===== config.mk =====
export PLATFORM = sky130hd
export DESIGN_NAME = wbm_mapper
export DESIGN_NICKNAME = d
export VERILOG_FILES = /design/src/rtl/wbm_pkg.sv /design/src/rtl/wbm_reset_sync.sv /design/src/rtl/wbm_strobe_edge.sv /design/src/rtl/wbm_bank_file.sv /design/src/rtl/wbm_window_mux.sv /design/src/rtl/wbm_mapper.sv
export SDC_FILE = /design/constraint.sdc
export NUM_CORES = 1
export LEC_CHECK = 0
export BUFFER_PORTS_ARGS = -buffer_cell sky130_fd_sc_hd__buf_4
export CORE_UTILIZATION = 51
export CTS_CLUSTER_SIZE = 14
export DETAILED_ROUTE_END_ITERATION = 12
export GPL_ROUTABILITY_DRIVEN = 0
export PLACE_DENSITY = 0.89
export SYNTH_ARGS = -nofsm -noshare
export SYNTH_HDL_FRONTEND = slang
export SYNTH_HIERARCHICAL = 1
export SYNTH_SLANG_ARGS = --single-unit

===== constraint.sdc =====
create_clock -name clk -period 2.7 [get_ports clk]
set_input_delay 0.27 -clock clk [delete_from_list [all_inputs] [get_ports clk]]
set_output_delay 0.27 -clock clk [all_outputs]
set_load 0.01 [all_outputs]

===== src/rtl/wbm_pkg.sv =====
package wbm_pkg;
  localparam int unsigned CPU_AW_DEF   = 16;
  localparam int unsigned DATA_W_DEF   = 8;
  localparam int unsigned WIN_BITS_DEF = 2;
  localparam int unsigned BANK_W_DEF   = 6;

  // Reset bank for a window: the last window holds the top bank so the
  // vector area maps to a fixed place, the rest start at bank 0.
  function automatic logic [31:0] reset_bank(input int unsigned win,
                                             input int unsigned nwin,
                                             input int unsigned bw);
    logic [31:0] r;
    r = '0;
    if (win == nwin - 1) r = (32'd1 << bw) - 32'd1;
    return r;
  endfunction
endpackage


===== src/rtl/wbm_reset_sync.sv =====
module wbm_reset_sync (
  input  logic clk,
  input  logic rst_n_i,
  output logic rst_n_o
);
  logic [1:0] sync_q;
  logic [1:0] sync_d;

  always_comb sync_d = {sync_q[0], 1'b1};

  always_ff @(posedge clk or negedge rst_n_i) begin
    if (!rst_n_i) sync_q <= 2'b00;
    else          sync_q <= sync_d;
  end

  assign rst_n_o = sync_q[1];
endmodule


===== src/rtl/wbm_strobe_edge.sv =====
module wbm_strobe_edge (
  input  logic clk,
  input  logic rst_n,
  input  logic strobe_i,
  output logic fall_o
);
  logic strobe_q;
  logic strobe_d;

  always_comb strobe_d = strobe_i;

  always_ff @(posedge clk or negedge rst_n) begin
    if (!rst_n) strobe_q <= 1'b0;
    else        strobe_q <= strobe_d;
  end

  assign fall_o = strobe_q & ~strobe_i;
endmodule


===== src/rtl/wbm_bank_file.sv =====
module wbm_bank_file
  import wbm_pkg::*;
#(
  parameter int unsigned WIN_BITS = WIN_BITS_DEF,
  parameter int unsigned BANK_W   = BANK_W_DEF,
  parameter int unsigned DATA_W   = DATA_W_DEF,
  localparam int unsigned NWIN    = 1 << WIN_BITS
) (
  input  logic                     clk,
  input  logic                     rst_n,
  input  logic                     we_i,
  input  logic [WIN_BITS-1:0]      sel_i,
  input  logic [DATA_W-1:0]        din_i,
  output logic [NWIN*BANK_W-1:0]   banks_o
);
  logic [BANK_W-1:0] wr_val;
  logic              unused_hi;

  assign wr_val    = din_i[BANK_W-1:0];
  assign unused_hi = ^din_i[DATA_W-1:BANK_W];

  for (genvar w = 0; w < NWIN; w++) begin : g_win
    localparam logic [BANK_W-1:0] RST_VAL = BANK_W'(reset_bank(w, NWIN, BANK_W));
    logic              en;
    logic [BANK_W-1:0] q;
    logic [BANK_W-1:0] d;

    assign en = we_i && (sel_i == WIN_BITS'(w));

    always_comb begin
      d = q;
      if (en) d = wr_val;
    end

    always_ff @(posedge clk or negedge rst_n) begin
      if (!rst_n) q <= RST_VAL;
      else        q <= d;
    end

    assign banks_o[w*BANK_W +: BANK_W] = q;

    // a write to this window stores the low data bits
    p_load_r3: assert property (@(posedge clk) disable iff (!rst_n)
      (we_i && sel_i == WIN_BITS'(w)) |=> (q == $past(din_i[BANK_W-1:0])));
  end

  // no write strobe, no change anywhere in the file
  p_hold_r5: assert property (@(posedge clk) disable iff (!rst_n)
    !we_i |=> $stable(banks_o));
endmodule


===== src/rtl/wbm_window_mux.sv =====
module wbm_window_mux
  import wbm_pkg::*;
#(
  parameter int unsigned WIN_BITS = WIN_BITS_DEF,
  parameter int unsigned BANK_W   = BANK_W_DEF,
  localparam int unsigned NWIN    = 1 << WIN_BITS
) (
  input  logic [NWIN*BANK_W-1:0] banks_i,
  input  logic [WIN_BITS-1:0]    sel_i,
  output logic [BANK_W-1:0]      bank_o
);
  always_comb begin
    bank_o = '0;
    for (int w = 0; w < NWIN; w++) begin
      if (sel_i == WIN_BITS'(w)) bank_o = banks_i[w*BANK_W +: BANK_W];
    end
  end
endmodule


===== src/rtl/wbm_mapper.sv =====
module wbm_mapper
  import wbm_pkg::*;
#(
  parameter int unsigned CPU_AW   = CPU_AW_DEF,
  parameter int unsigned DATA_W   = DATA_W_DEF,
  parameter int unsigned WIN_BITS = WIN_BITS_DEF,
  parameter int unsigned BANK_W   = BANK_W_DEF,
  localparam int unsigned OFF_W   = CPU_AW - 1 - WIN_BITS,
  localparam int unsigned NWIN    = 1 << WIN_BITS,
  localparam int unsigned ROM_AW  = BANK_W + OFF_W
) (
  input  logic              clk,
  input  logic              rst_n,
  input  logic [CPU_AW-1:0] cpu_addr,
  input  logic [DATA_W-1:0] cpu_data,
  input  logic              cpu_rw,
  input  logic              cpu_strobe,
  output logic [ROM_AW-1:0] rom_addr,
  output logic              rom_oe
);
  logic                   rst_sync_n;
  logic                   strobe_fall;
  logic                   hi_region;
  logic                   wr_en;
  logic [WIN_BITS-1:0]    win_sel;
  logic [NWIN*BANK_W-1:0] banks;
  logic [BANK_W-1:0]      cur_bank;

  assign hi_region = cpu_addr[CPU_AW-1];
  assign win_sel   = cpu_addr[CPU_AW-2 -: WIN_BITS];
  assign wr_en     = strobe_fall & ~cpu_rw & hi_region;

  wbm_reset_sync u_rst (
    .clk     (clk),
    .rst_n_i (rst_n),
    .rst_n_o (rst_sync_n)
  );

  wbm_strobe_edge u_edge (
    .clk      (clk),
    .rst_n    (rst_sync_n),
    .strobe_i (cpu_strobe),
    .fall_o   (strobe_fall)
  );

  wbm_bank_file #(
    .WIN_BITS (WIN_BITS),
    .BANK_W   (BANK_W),
    .DATA_W   (DATA_W)
  ) u_banks (
    .clk     (clk),
    .rst_n   (rst_sync_n),
    .we_i    (wr_en),
    .sel_i   (win_sel),
    .din_i   (cpu_data),
    .banks_o (banks)
  );

  wbm_window_mux #(
    .WIN_BITS (WIN_BITS),
    .BANK_W   (BANK_W)
  ) u_mux (
    .banks_i (banks),
    .sel_i   (win_sel),
    .bank_o  (cur_bank)
  );

  assign rom_addr = {cur_bank, cpu_addr[OFF_W-1:0]};
  assign rom_oe   = hi_region & cpu_rw;

  // a strobe fall with A15 low must not alter the banks
  p_lowhold_r4: assert property (@(posedge clk) disable iff (!rst_sync_n)
    (strobe_fall && !hi_region) |=> $stable(banks));

  // the ROM never drives while the CPU writes
  p_oe_write_r6: assert property (@(posedge clk) disable iff (!rst_sync_n)
    !cpu_rw |-> !rom_oe);
endmodule


# == Yosys cells after proc, flatten, opt, wreduce, memory -nomap -nowiden ==
# Index checks and enable logic that the tools add are counted.
# classes
eq_ne,3
n_mux,4
bitwise,6
n_reduce_logical,5
# op_table
op,n
$mux W6,4
$and A1 B1 Y1,4
$eq A2 B2 Y1 const B,2
$logic_and A1 B1 Y1,4
$eq A2 B1 Y1 const B,1
$logic_not A2 Y1,1
$not A1 Y1,2
# totals
register_bits,27
in_bits,28
out_inout_bits,20
elab_cells,24

# == Longest topological paths before layout ==
# logic_depth
depth_word,5
depth_mapped,4
mapped_depth_nobuf,4

# == Cells and area by module ==
# Netlist, hierarchy kept.
# by_module_without_submodules
mod,instances,cells_each,area_each_um2,seq_area_each_um2
wbm_bank_file,1,52,924.6,608.1
wbm_window_mux,1,7,146.4,0.0
wbm_mapper,1,15,113.9,0.0
wbm_reset_sync,1,3,53.8,50.0
wbm_strobe_edge,1,2,38.8,25.0

# == Least setup slack after synthesis ==
# OpenSTA, ideal clock, no wires.
# synth_timing
kind,register to register
from,register u_edge.strobe_q
to,register u_banks.g_win[0].q[0]
setup_time_ns,0.125
t_arrival_ns,1.311
required_ns,2.575
setup_slack_ns,1.264
stages_incl_launch_ff,5
path_buffers,0
period_less_slack_ns,1.436
cell_sequence,dfrtp_1 nor2b_4 and3b_1 nor3b_4 mux2_2
# synth_via
elab_chain_len,4
# synth_rtl
item,line,source
start: declaration,wbm_strobe_edge.sv:7,logic strobe_q;
start signal: assignment,wbm_strobe_edge.sv:14,else strobe_q <= strobe_d;
$and A1 B1 Y1,wbm_strobe_edge.sv:17,assign fall_o = strobe_q & ~strobe_i;
via strobe_fall,wbm_mapper.sv:22,logic strobe_fall;
$and A1 B1 Y1 (2 in series),wbm_mapper.sv:31,assign wr_en = strobe_fall & ~cpu_rw & hi_region;
via wr_en,wbm_mapper.sv:24,logic wr_en;
$logic_and A1 B1 Y1,wbm_bank_file.sv:28,assign en = we_i && (sel_i == WIN_BITS'(w));
end signal: assignment,wbm_bank_file.sv:36,if (!rst_n) q <= RST_VAL;
end signal: assignment,wbm_bank_file.sv:37,else q <= d;
end: declaration,wbm_bank_file.sv:25,logic [BANK_W-1:0] q;
# The timed path passes the listed nets, and every way through them passes these cells.
# A chain may end at the register's enable or synchronous reset.

# == Worst setup path after layout ==
# Ends and elaborated chain as after synthesis.

==> impl_metrics.tcl <==
set metrics [dict create \
    drv_slew 0 \
    drv_cap 0 \
    layout_common_cells "mux2_2 (24), dfrtp_1 (21), buf_4 (19), dfstp_2 (6), mux4_2 (6)" \
    place_inst 112 \
    power.total_w 0.000873 \
    worstPathMaxFanout 6 \
    wl_per_cell_microns 16.6 \
    grt_max_degree 26 \
    min_path_type "input port to register" \
    synth_top_area_share_pct 41.1 \
    r2r_start "u_edge/strobe_q" \
    via_count 671 \
    finalSetupTns_ns 0 \
    worstRegToRegCells 4 \
    r2r_end "u_banks/g_win[0].q[0]" \
    rows 17 \
    final_hold_viol_count 0 \
    ys_ff_latch 27 \
    fmax_mhz 607 \
    syn-instance-count 79 \
    io_pins 48 \
    antenna_cells 0 \
    cts_sinks 27 \
    finClkSkew_ns 0.00539 \
    cp-end-kind "register" \
    grt_pass1_wl_microns 3280 \
    insertion_delay_ns 0.31 \
    critical_path_class "register to register" \
    arrival_ns 1.86 \
    yosysTopAreaCell "dfrtp_1" \
    cts-root-buf "clkbuf_4" \
    layout-drive-gt1-share_pct 70.8 \
    synth-seq-area-share_pct 53.5 \
    io_buffers 19 \
    rsz0062_at_grt "no" \
    fillers 174 \
    grt_pass1_vias 708 \
    die_x_microns 52.1 \
    vdd_drop_max_v 0.000422 \
    post-dp-hpwl_microns 1390 \
    max_slew.worst_pin.slew_ns 0.991 \
    ys_warn_count 6 \
    cts.repair.resized 0 \
    dieHeight_microns 52.1 \
    grt_usage_pct 17.4 \
    cts_buffer_depth 2 \
    yosysUniqueCellTypes 13 \
    final_cell_count_no_fill 117 \
    die_area_sq_um 2710 \
    core_sq_um 2280 \
    slew_headroom_pct 33.9 \
    r2r_slack_ns 1.05 \
    fin_crit_sh_pct 61.1 \
    nets 118 \
    synth_area_leaders "dfrtp_1 (41%), mux2_2 (21%), dfstp_2 (12%), mux4_2 (11%), buf_4 (7.6%)" \
    tritoncts "built" \
    status "completed" \
    synth_area_sq_um 1280 \
    p_per_area_nw_per_um2 632 \
    totalWireLength_microns 1940 \
    synth_fp_nets 107 \
    drc 0 \
    numCtsBuffers 3 \
    required_ns 2.91 \
    clk_pin_slew_ns 0.14 \
    p_leak_nw 0.640 \
    final_common_cell "mux2_2" \
    crit_path_start_kind "register" \
    syn_area_per_cell_sq_um 16.2 \
    first_iter_violations 2 \
    finalCriticalPeriod_ns 1.65 \
    start_util_pct 56.1 \
    antenna_found_initial 0 \
    startpoint "u_edge/strobe_q" \
    firstDrtPassIters 4 \
    finalSetupViolCount 0 \
    routed_via_density 5.74 \
    cts.htree.levels 1 \
    area_growth_pct 8.23 \
    critPathCapture "u_banks/g_win[0].q[0]" \
    ant_nets 0 \
    overflow 0 \
]
## worst max-delay path, cell delays in order, from the launching register on
cell,delay (ns)
dfrtp_1,0.35
nor2b_4,0.12
and3b_1,0.25
nor3b_4,0.43
mux2_2,0.39
## report_power, final
part / total (W) / switching, W / internal (W) / leakage [nW]
logic: 0.000181 / 0.0000587 / 0.000122 / 0.297
registers: 0.000526 / 0.0000385 / 0.000487 / 0.328
clock network: 0.000167 / 0.000109 / 0.0000576 / 0.0150
total: 0.000873 / 0.000207 / 0.000667 / 0.640
## registers in the layout, summed over array words and instances (netlist names)
name and cells:
u_edge/strobe_q 1, u_rst/sync_q 2, u_banks/g_win.q 24
## cell families (layout without fill, tap and decap cells)
kind of cell	after synthesis	in the layout	share of synthesized area (%)
mux	30	30	31.7
buf+inv	14	24	8.52
flops	27	27	53.5
other cells	1	1	0.294
simple gates	7	7	5.97
## through the flow
stage	util (%)	hold WS (ns)	setup slack, ns	instance area [sq um]
6_report	60.7	0.0871	1.05	1380
5_1_grt	60.7	0.0698	0.966	1380
4_1_cts	60.7	0.0828	1.06	1380
3_5_place_dp	59.2	0.0534	1.01	1350
3_3_place_gp	59.2	0.0526	1.07	1350
2_1_floorplan	-	-0.0256	1.26	1280
## per-layer routing
metal	GRT usage (%)	vias to the layer above	wire length, microns
li1	-	291	-
met1	23.9	352	909
met2	26.5	24	909
met3	3.80	4	102
met4	7.66	0	20
met5	0	-	0
## how the worst min path moves through the flow
stage / cells after the start / start / slack, ns / end
floorplan: 0 / rst_n / -0.03 / u_rst/sync_q[0]
global placement: 1 / rst_n / 0.05 / u_rst/sync_q[0]
detailed placement: 1 / rst_n / 0.05 / u_rst/sync_q[0]
CTS: 1 / cpu_strobe / 0.08 / u_edge/strobe_q
global route: 1 / cpu_strobe / 0.07 / u_edge/strobe_q
finish: 1 / cpu_strobe / 0.09 / u_edge/strobe_q
## what timing repair did
item / in CTS / in global routing
setup endpoints to repair: 0 / 0
setup buffers: 0 / 0
hold buffers: 1 / 0
hold endpoints to repair: 2 / 0
## Yosys cell counts, drive strengths merged
cell type / count
mux2: 24
dfrtp: 21
buf: 14
dfstp: 6
mux4: 6
nand3b: 2
and2: 1
and3b: 1
conb: 1
nand3: 1
nor2b: 1
nor3b: 1
## cell type report
| type | instances | area [sq um] | share of cell area [%] |
|---|---|---|---|
| clock buffers | 4 | 26.3 | 1.90 |
| multi-input cells | 38 | 485 | 35.1 |
| flip-flops and latches | 27 | 683 | 49.4 |
| well taps | 28 | 35.0 | 2.53 |
| repair buffers | 20 | 153 | 11.0 |
Note: power is estimated with default switching activity, not from simulation.
